File: src/rtl/bseq_pkg.sv
package bseq_pkg;

    typedef enum logic {
        ST_IDLE  = 1'b0,
        ST_BURST = 1'b1
    } bseq_state_e;

    typedef enum logic {
        ORD_LINEAR     = 1'b0,
        ORD_INTERLEAVE = 1'b1
    } bseq_order_e;

endpackage

File: src/rtl/bseq_fsm.sv
module bseq_fsm
    import bseq_pkg::*;
(
    input  logic        clk,
    input  logic        rst,
    input  logic        strobe_p_n,
    input  logic        strobe_c_n,
    input  logic        adv_n,
    output logic        load_o,
    output logic        step_o,
    output bseq_state_e state_o
);

    bseq_state_e state_q, state_d;
    logic        any_strobe;

    assign any_strobe = ~strobe_p_n | ~strobe_c_n;

    // next-state logic
    always_comb begin
        state_d = state_q;
        unique case (state_q)
            ST_IDLE:  if (any_strobe) state_d = ST_BURST;
            ST_BURST: state_d = ST_BURST;
            default:  state_d = ST_IDLE;
        endcase
    end

    // state register
    always_ff @(posedge clk) begin
        if (rst) state_q <= ST_IDLE;
        else     state_q <= state_d;
    end

    // outputs
    always_comb begin
        load_o = 1'b0;
        step_o = 1'b0;
        unique case (state_q)
            ST_IDLE: begin
                load_o = any_strobe;
            end
            ST_BURST: begin
                load_o = any_strobe;
                step_o = ~any_strobe & ~adv_n;
            end
            default: begin
                load_o = 1'b0;
                step_o = 1'b0;
            end
        endcase
    end

    assign state_o = state_q;

endmodule

File: src/rtl/bseq_beat_ctr.sv
module bseq_beat_ctr #(
    parameter int CNT_W = 2
) (
    input  logic             clk,
    input  logic             rst,
    input  logic             clr,
    input  logic             step,
    output logic [CNT_W-1:0] count_o
);

    logic [CNT_W-1:0] count_q;

    always_ff @(posedge clk) begin
        if (rst)       count_q <= '0;
        else if (clr)  count_q <= '0;
        else if (step) count_q <= count_q + 1'b1;
    end

    assign count_o = count_q;

endmodule

File: src/rtl/bseq_low_map.sv
module bseq_low_map
    import bseq_pkg::*;
#(
    parameter int LOW_W = 2
) (
    input  logic [LOW_W-1:0] base_i,
    input  logic [LOW_W-1:0] beat_i,
    input  bseq_order_e      order_i,
    output logic [LOW_W-1:0] low_o
);

    logic [LOW_W-1:0] lin_bits;
    logic [LOW_W-1:0] ilv_bits;

    assign lin_bits = base_i + beat_i;

    for (genvar g = 0; g < LOW_W; g++) begin : g_ilv
        assign ilv_bits[g] = base_i[g] ^ beat_i[g];
    end

    always_comb begin
        unique case (order_i)
            ORD_LINEAR:     low_o = lin_bits;
            ORD_INTERLEAVE: low_o = ilv_bits;
            default:        low_o = ilv_bits;
        endcase
    end

endmodule

File: src/rtl/bseq_top.sv
module bseq_top
    import bseq_pkg::*;
#(
    parameter int ADDR_W = 16,
    parameter int LOW_W  = 2
) (
    input  logic              clk,
    input  logic              rst,
    input  logic              strobe_p_n,
    input  logic              strobe_c_n,
    input  logic              adv_n,
    input  logic              mode_i,
    input  logic [ADDR_W-1:0] addr_i,
    output logic [ADDR_W-1:0] addr_o,
    output logic [LOW_W-1:0]  beat_o
);

    localparam int UP_W = ADDR_W - LOW_W;

    logic             load, step;
    bseq_state_e      state_q;
    logic [UP_W-1:0]  upper_q;
    logic [LOW_W-1:0] base_q;
    bseq_order_e      mode_q;
    logic [LOW_W-1:0] beat;
    logic [LOW_W-1:0] low_bits;

    bseq_fsm u_fsm (
        .clk        (clk),
        .rst        (rst),
        .strobe_p_n (strobe_p_n),
        .strobe_c_n (strobe_c_n),
        .adv_n      (adv_n),
        .load_o     (load),
        .step_o     (step),
        .state_o    (state_q)
    );

    bseq_beat_ctr #(.CNT_W(LOW_W)) u_ctr (
        .clk     (clk),
        .rst     (rst),
        .clr     (load),
        .step    (step),
        .count_o (beat)
    );

    // base address and latched order
    always_ff @(posedge clk) begin
        if (rst) begin
            upper_q <= '0;
            base_q  <= '0;
            mode_q  <= ORD_INTERLEAVE;
        end else if (load) begin
            upper_q <= addr_i[ADDR_W-1:LOW_W];
            base_q  <= addr_i[LOW_W-1:0];
            mode_q  <= bseq_order_e'(mode_i);
        end
    end

    bseq_low_map #(.LOW_W(LOW_W)) u_map (
        .base_i  (base_q),
        .beat_i  (beat),
        .order_i (mode_q),
        .low_o   (low_bits)
    );

    assign addr_o = {upper_q, low_bits};
    assign beat_o = beat;

endmodule

File: config.mk
export PLATFORM = sky130hd
export DESIGN_NAME = bseq_top
export DESIGN_NICKNAME = d
export VERILOG_FILES = /design/src/rtl/bseq_pkg.sv /design/src/rtl/bseq_fsm.sv /design/src/rtl/bseq_beat_ctr.sv /design/src/rtl/bseq_low_map.sv /design/src/rtl/bseq_top.sv
export SDC_FILE = /design/constraint.sdc
export NUM_CORES = 1
export LEC_CHECK = 0
export BUFFER_PORTS_ARGS = -buffer_cell sky130_fd_sc_hd__buf_2
export CORE_UTILIZATION = 39
export DETAILED_ROUTE_END_ITERATION = 7
export GPL_ROUTABILITY_DRIVEN = 1
export PLACE_DENSITY = 0.84
export SLEW_MARGIN = 30
export SYNTH_ARGS = -nofsm -noshare
export SYNTH_HDL_FRONTEND = slang
export SYNTH_SLANG_ARGS = --single-unit
export TNS_END_PERCENT = 50
File: constraint.sdc
create_clock -name clk -period 0.8 [get_ports clk]
set_input_delay 0.04 -clock clk [delete_from_list [all_inputs] [get_ports clk]]
set_output_delay 0.04 -clock clk [all_outputs]
set_load 0.01 [all_outputs]
==> impl_metrics.tcl, run 1 <==
set metrics [dict create \
    status "finished with violations" \
    failed_checks "setup timing" \
    r2r-end "u_ctr.count_o[1]$_SDFFE_PP0P_" \
    synth.most_common_cell "nand2_1" \
    fin_crit_sh_pct 154 \
    diodes 0 \
    power.leakage_uw 0.000636 \
    clockBufferDepth 2 \
    rsz0062_at_grt "yes" \
    via_per_inst 4.69 \
    start_util_pct 41.5 \
    drt_first_pass_iters 4 \
    ff2ff_path_depth 4 \
    ys_top_cells_by_count "nand2_1, dfxtp_1, a21oi_2" \
    cp_max_fo 2 \
    cts-root-buf "clkbuf_4" \
    cts_tree "built" \
    syn_nets 114 \
    pin_count 40 \
    ys_types 17 \
    async_reset_ff_share_pct 0 \
    wl_per_cell_um 13.3 \
    avgSynthCellArea_um2 8.85 \
    relSlewSlack_pct 80.9 \
    numCtsBuffers 3 \
    cp-end-kind "output port" \
    routed_wl_um 2410 \
    worst_slew_pin_slew_ps 287 \
    ys.flop_type "dfxtp_1" \
    drtIter0Drc 11 \
    synth_cells 91 \
    die_height_um 47.5 \
    slowest_delay_ps 370 \
    place.gp.congestion 0.704 \
    portBuffers 39 \
    maxSlewViolCount 0 \
    ant_nets 0 \
    core-area_um2 1940 \
    vias 848 \
    htree_levels 1 \
    p_per_area_nw_per_um2 1450 \
    clk_pin_slew_ps 110 \
    track_usage_pct 20.6 \
    drive_gt1_share_pct 55.2 \
    worst_slack_ps -429 \
    min-delay-start "adv_n" \
    synth_top_area_share_pct 49.7 \
    crit_buf_inv 1 \
    ys_seq_area_share_pct 49.7 \
    final_nets 178 \
    synth_edf_count 0 \
    grt_pass1_wl_um 3130 \
    grt.overflow.total 0 \
    synth.cell_area_um2 806 \
    design_area_um2 1440 \
    grt_pass1_vias 754 \
    fin_skew_ps 0.326 \
    min_to "u_ctr.count_o[0]$_SDFFE_PP0P_" \
    clock-sinks 20 \
    die_w_um 47.5 \
    cap_viol_max_count 0 \
    cp.required_ps 760 \
    num-fill-cells 158 \
    syn_to_final_growth_pct 78.1 \
    rrSetupSlack_ps -150 \
    cp.arrival_ps 1190 \
    insertion_delay_ps 300 \
    hpwl_um 1190 \
    place_ws_ps -149 \
    yosysWarnings 0 \
    grt_max_degree 20 \
    placed_area_um2 1060 \
    ir_drop_v 0.00112 \
    critPathKind "reg2out" \
    num_rows 16 \
    multiInputGateArea_um2 382 \
    setup_violations 12 \
    hp-class "in2reg" \
    slowest_stage "dfxtp_4" \
    yosys_register_bits 20 \
    crit_chain "ha_4, nor2b_4, xnor2_2, buf_2" \
    netlist_top_cells_area "dfxtp_1, nand2_1, a21oi_2" \
    cp_top_family "flip-flops" \
    hold_viol 0 \
    hold_depth 4 \
    start_kind "flip-flop" \
    period_minus_slack_ps 1230 \
    r2r_start "u_ctr.count_o[0]$_SDFFE_PP0P_" \
    regArea_um2 425 \
    drc 0 \
    antenna_found_initial 0 \
    die_area_um2 2250 \
    max_freq_mhz 814 \
    synth_area_leader_cell "dfxtp_1" \
]
[kinds of logic (layout without fill, tap and decap cells)]
logic type / after synthesis / in the layout / synth area share, %
compound gates: 16 / 16 / 14.1
xor+xnor: 4 / 4 / 4.35
fa+ha+maj: 1 / 1 / 1.55
buf+inv: 6 / 69 / 6.68
flops: 20 / 20 / 49.7
simple gates: 44 / 44 / 23.6
[final cells by class]
type	instances	area share [%]
repair buffers	65	39.6
well taps	27	2.35
multi-input cells	65	26.6
clock buffers	4	1.83
flip-flops and latches	20	29.6
[report_power, final]
group | leakage, uW | switching, uW | internal [uW]
logic | 0.000450 | 186 | 271
clock network | 0.0000150 | 324 | 194
registers | 0.000172 | 44.6 | 1060
[worst max path at each step]
stage | from | end | cells after the start
3_3_place_gp | base_q[0]$_SDFFE_PP0P_ | addr_o[1] | 4
3_5_place_dp | base_q[0]$_SDFFE_PP0P_ | addr_o[1] | 4
2_1_floorplan | u_ctr.count_o[0]$_SDFFE_PP0P_ | addr_o[1] | 3
4_1_cts | base_q[0]$_SDFFE_PP0P_ | addr_o[1] | 4
5_1_grt | base_q[0]$_SDFFE_PP0P_ | addr_o[1] | 4
6_report | u_ctr.count_o[0]$_SDFFE_PP0P_ | addr_o[1] | 4
[metal layers]
| metal | up-vias | global-route usage (%) | part of all wire, % |
|---|---|---|---|
| li1 | 414 | - | - |
| met1 | 396 | 23.1 | 38 |
| met2 | 32 | 37.0 | 55 |
| met3 | 6 | 3.77 | 4.6 |
| met4 | 0 | 10.3 | 1.9 |
| met5 | - | 0 | 0 |
[worst reg2reg max path: stages, from the launching register on]
cell      delay, ps
dfxtp_4         370
buf_4           120
nand3b_1        100
xor2_1          180
nor3_1          110
[per-stage QoR]
stage	power (uW)	hold slack, ps	TNS [ps]	cells	utilization (%)
6_report	2080	67.0	-1160	181	73.9
5_1_grt	2170	85.3	-1810	181	73.9
4_1_cts	2060	63.2	-1180	178	72.6
3_5_place_dp	1410	268	-156	154	54.6
3_3_place_gp	1400	254	-109	154	54.6
2_1_floorplan	1290	164	-42.9	91	-
[sequential cells by signal, indices dropped and copies added, names as in the netlist]
name           count
upper_q           14
base_q             2
u_ctr.count_o      2
mode_q             1
u_fsm.state_o      1
[placed cells by master (no fill, tap or decap)]
master / synthesis / routed
a21oi_1: 7 / 7
a21oi_2: 9 / 9
and2_4: 1 / 1
buf_12: 1 / 2
buf_2: 3 / 22
buf_4: 0 / 6
buf_6: 0 / 18
clkbuf_1: 1 / 1
clkbuf_4: 0 / 3
dfxtp_1: 20 / 2
dfxtp_2: 0 / 17
dfxtp_4: 0 / 1
dlygate4sd3_1: 0 / 17
ha_4: 0 / 1
nand2_1: 33 / 33
nand2_2: 2 / 2
nand3b_1: 2 / 2
nor2_1: 2 / 2
nor2b_2: 0 / 1
nor2b_4: 0 / 1
nor3_1: 2 / 2
xnor2_1: 3 / 2
xnor2_2: 0 / 1
xor2_1: 1 / 1
[timing repair]
item / in CTS / in global routing
hold buffers: 17 / 0
resized for setup: 35 / 1
gates cloned: 0 / 0
endpoints found under the hold margin: 17 / 0
setup endpoints to repair: 20 / 20
setup buffers: 3 / 3
pin swaps: 1 / 1
No activity file was read; power rests on OpenSTA's default activity.
==> run 2: changes to the inputs <==
--- a/config.mk
+++ b/config.mk
@@ -6,10 +6,11 @@
 export NUM_CORES = 1
 export LEC_CHECK = 0
 export BUFFER_PORTS_ARGS = -buffer_cell sky130_fd_sc_hd__buf_2
+export CORE_MARGIN = 1.5
 export CORE_UTILIZATION = 39
 export DETAILED_ROUTE_END_ITERATION = 7
 export GPL_ROUTABILITY_DRIVEN = 1
-export PLACE_DENSITY = 0.84
+export PLACE_DENSITY = 0.74
 export SLEW_MARGIN = 30
 export SYNTH_ARGS = -nofsm -noshare
 export SYNTH_HDL_FRONTEND = slang
==> impl_metrics.tcl, run 2 (synthesis gave the netlist of run 1 again) <==
set metrics [dict create \
    final_cell_mix "nand2_1, buf_2, dlygate4sd3_1" \
    cts_tree "built" \
    grt.overflow.total 0 \
    start_util_pct 41.1 \
    insertion_delay_ps 290 \
    start_kind "flip-flop" \
    portBuffers 39 \
    grt_pass1_vias 905 \
    worst_slack_ps -416 \
    status "finished with violations" \
    cap_viol_max_count 0 \
    r2r_start "u_ctr.count_o[0]$_SDFFE_PP0P_" \
    final_nets 180 \
    setup_violations 6 \
    grt_pass1_wl_um 3970 \
    clk_pin_slew_ps 100 \
    max_freq_mhz 822 \
    rsz0062_at_grt "yes" \
    worst_slew_pin_slew_ps 246 \
    drt_first_pass_iters 4 \
    min_to "upper_q[3]$_SDFFE_PP0P_" \
    drtIter0Drc 7 \
    pin_count 40 \
    hold_ws_ps 79.4 \
    clockBufferDepth 2 \
    num-fill-cells 163 \
    htree_levels 1 \
    regMostFlops "upper_q" \
    r2r-end "u_ctr.count_o[1]$_SDFFE_PP0P_" \
    cp.required_ps 760 \
    largest_register_ffs 14 \
    critPathKind "reg2out" \
    antenna_found_initial 0 \
    diodes 0 \
    ant_nets 0 \
    min-delay-start "rst" \
    syn_to_final_growth_pct 79.0 \
    numCtsBuffers 3 \
    cp-end-kind "output port" \
    rrSetupSlack_ps -130 \
    die_height_um 48.5 \
    via_per_inst 4.40 \
    clock-sinks 20 \
    cts-root-buf "clkbuf_4" \
    fin_skew_ps 2.01 \
    hpwl_um 1240 \
    critPathLaunch "u_ctr.count_o[0]$_SDFFE_PP0P_" \
    p_per_area_nw_per_um2 1410 \
    grt_max_degree 18 \
    hold_depth 3 \
    period_minus_slack_ps 1220 \
    final_common_cell "nand2_1" \
    design_area_um2 1440 \
    drive_gt1_share_pct 55.8 \
    die_area_um2 2350 \
    placed_area_um2 1050 \
    wl_per_cell_um 12.4 \
    drc 0 \
    hp-class "in2reg" \
    power.leakage_uw 0.000638 \
    ir_drop_v 0.00103 \
    failed_checks "setup timing" \
    relSlewSlack_pct 83.5 \
    track_usage_pct 21.6 \
    fin_crit_sh_pct 152 \
    ff2ff_path_depth 4 \
    num_rows 16 \
    hold_viol 0 \
    vias 806 \
    core-area_um2 1960 \
    place.gp.congestion 0.686 \
    maxSlewViolCount 0 \
    cp.arrival_ps 1180 \
    routed_wl_um 2260 \
    die_w_um 48.5 \
    cp_max_fo 2 \
]
run 2: cell types whose count changed in the layout (fill, tap and decap cells not counted), sizes merged:
| cell | delta |
|---|---|
| dlygate4sd3 | +2 |
run 2: worst max path at each step:
stage / end / slack [ps]
detailed placement: addr_o[1] / -130
finish: addr_o[1] / -420
global route: addr_o[1] / -470
global placement: addr_o[1] / -110
CTS: addr_o[1] / -430
floorplan: addr_o[1] / -40
run 2: cell type report:
type | instances | area (um2) | area share (%)
timing repair buffer | 67 | 563 | 39.0
sequential | 20 | 425 | 29.5
tap | 27 | 33.8 | 2.34
multi-input combinational | 65 | 394 | 27.3
clock buffer | 4 | 26.3 | 1.82
run 2: through the flow:
step | cells | setup WS (ps) | power (uW) | utilization [%] | setup TNS [ps]
after floorplan | 91 | -42.9 | 1290 | - | -42.9
after global placement | 156 | -112 | 1390 | 53.5 | -112
after detailed placement | 156 | -134 | 1400 | 53.5 | -165
after CTS | 182 | -429 | 2010 | 69.9 | -1150
after global routing | 183 | -474 | 2170 | 73.5 | -1790
final | 183 | -416 | 2030 | 73.5 | -1070
run 2: worst max-delay path: stages, from the launching register on:
cell and delay (ps):
dfxtp_4 360, ha_4 150, nor2b_4 120, xnor2_2 110
buf_2 140
run 2: layer usage:
| layer | vias up | track usage, % | wire [um] |
|---|---|---|---|
| li1 | 418 | - | - |
| met1 | 366 | 23.4 | 905 |
| met2 | 22 | 43.3 | 1310 |
| met3 | 0 | 3.09 | 48 |
| met4 | 0 | 5.71 | 0 |
| met5 | - | 0 | 0 |
run 2: what timing repair did:
action	in CTS	in global routing
gates resized for setup	26	12
pin swaps	2	1
hold buffers	19	0
hold endpoints to repair	18	0
gates cloned	0	0
setup buffers	3	1
endpoints found under the setup margin	20	20
run 2: power breakdown:
group	switching [uW]	internal, uW	leakage (uW)	total [uW]
logic	184	270	0.000451	454
clock network	280	194	0.0000150	474
registers	43.6	1060	0.000172	1100
total	508	1520	0.000638	2030
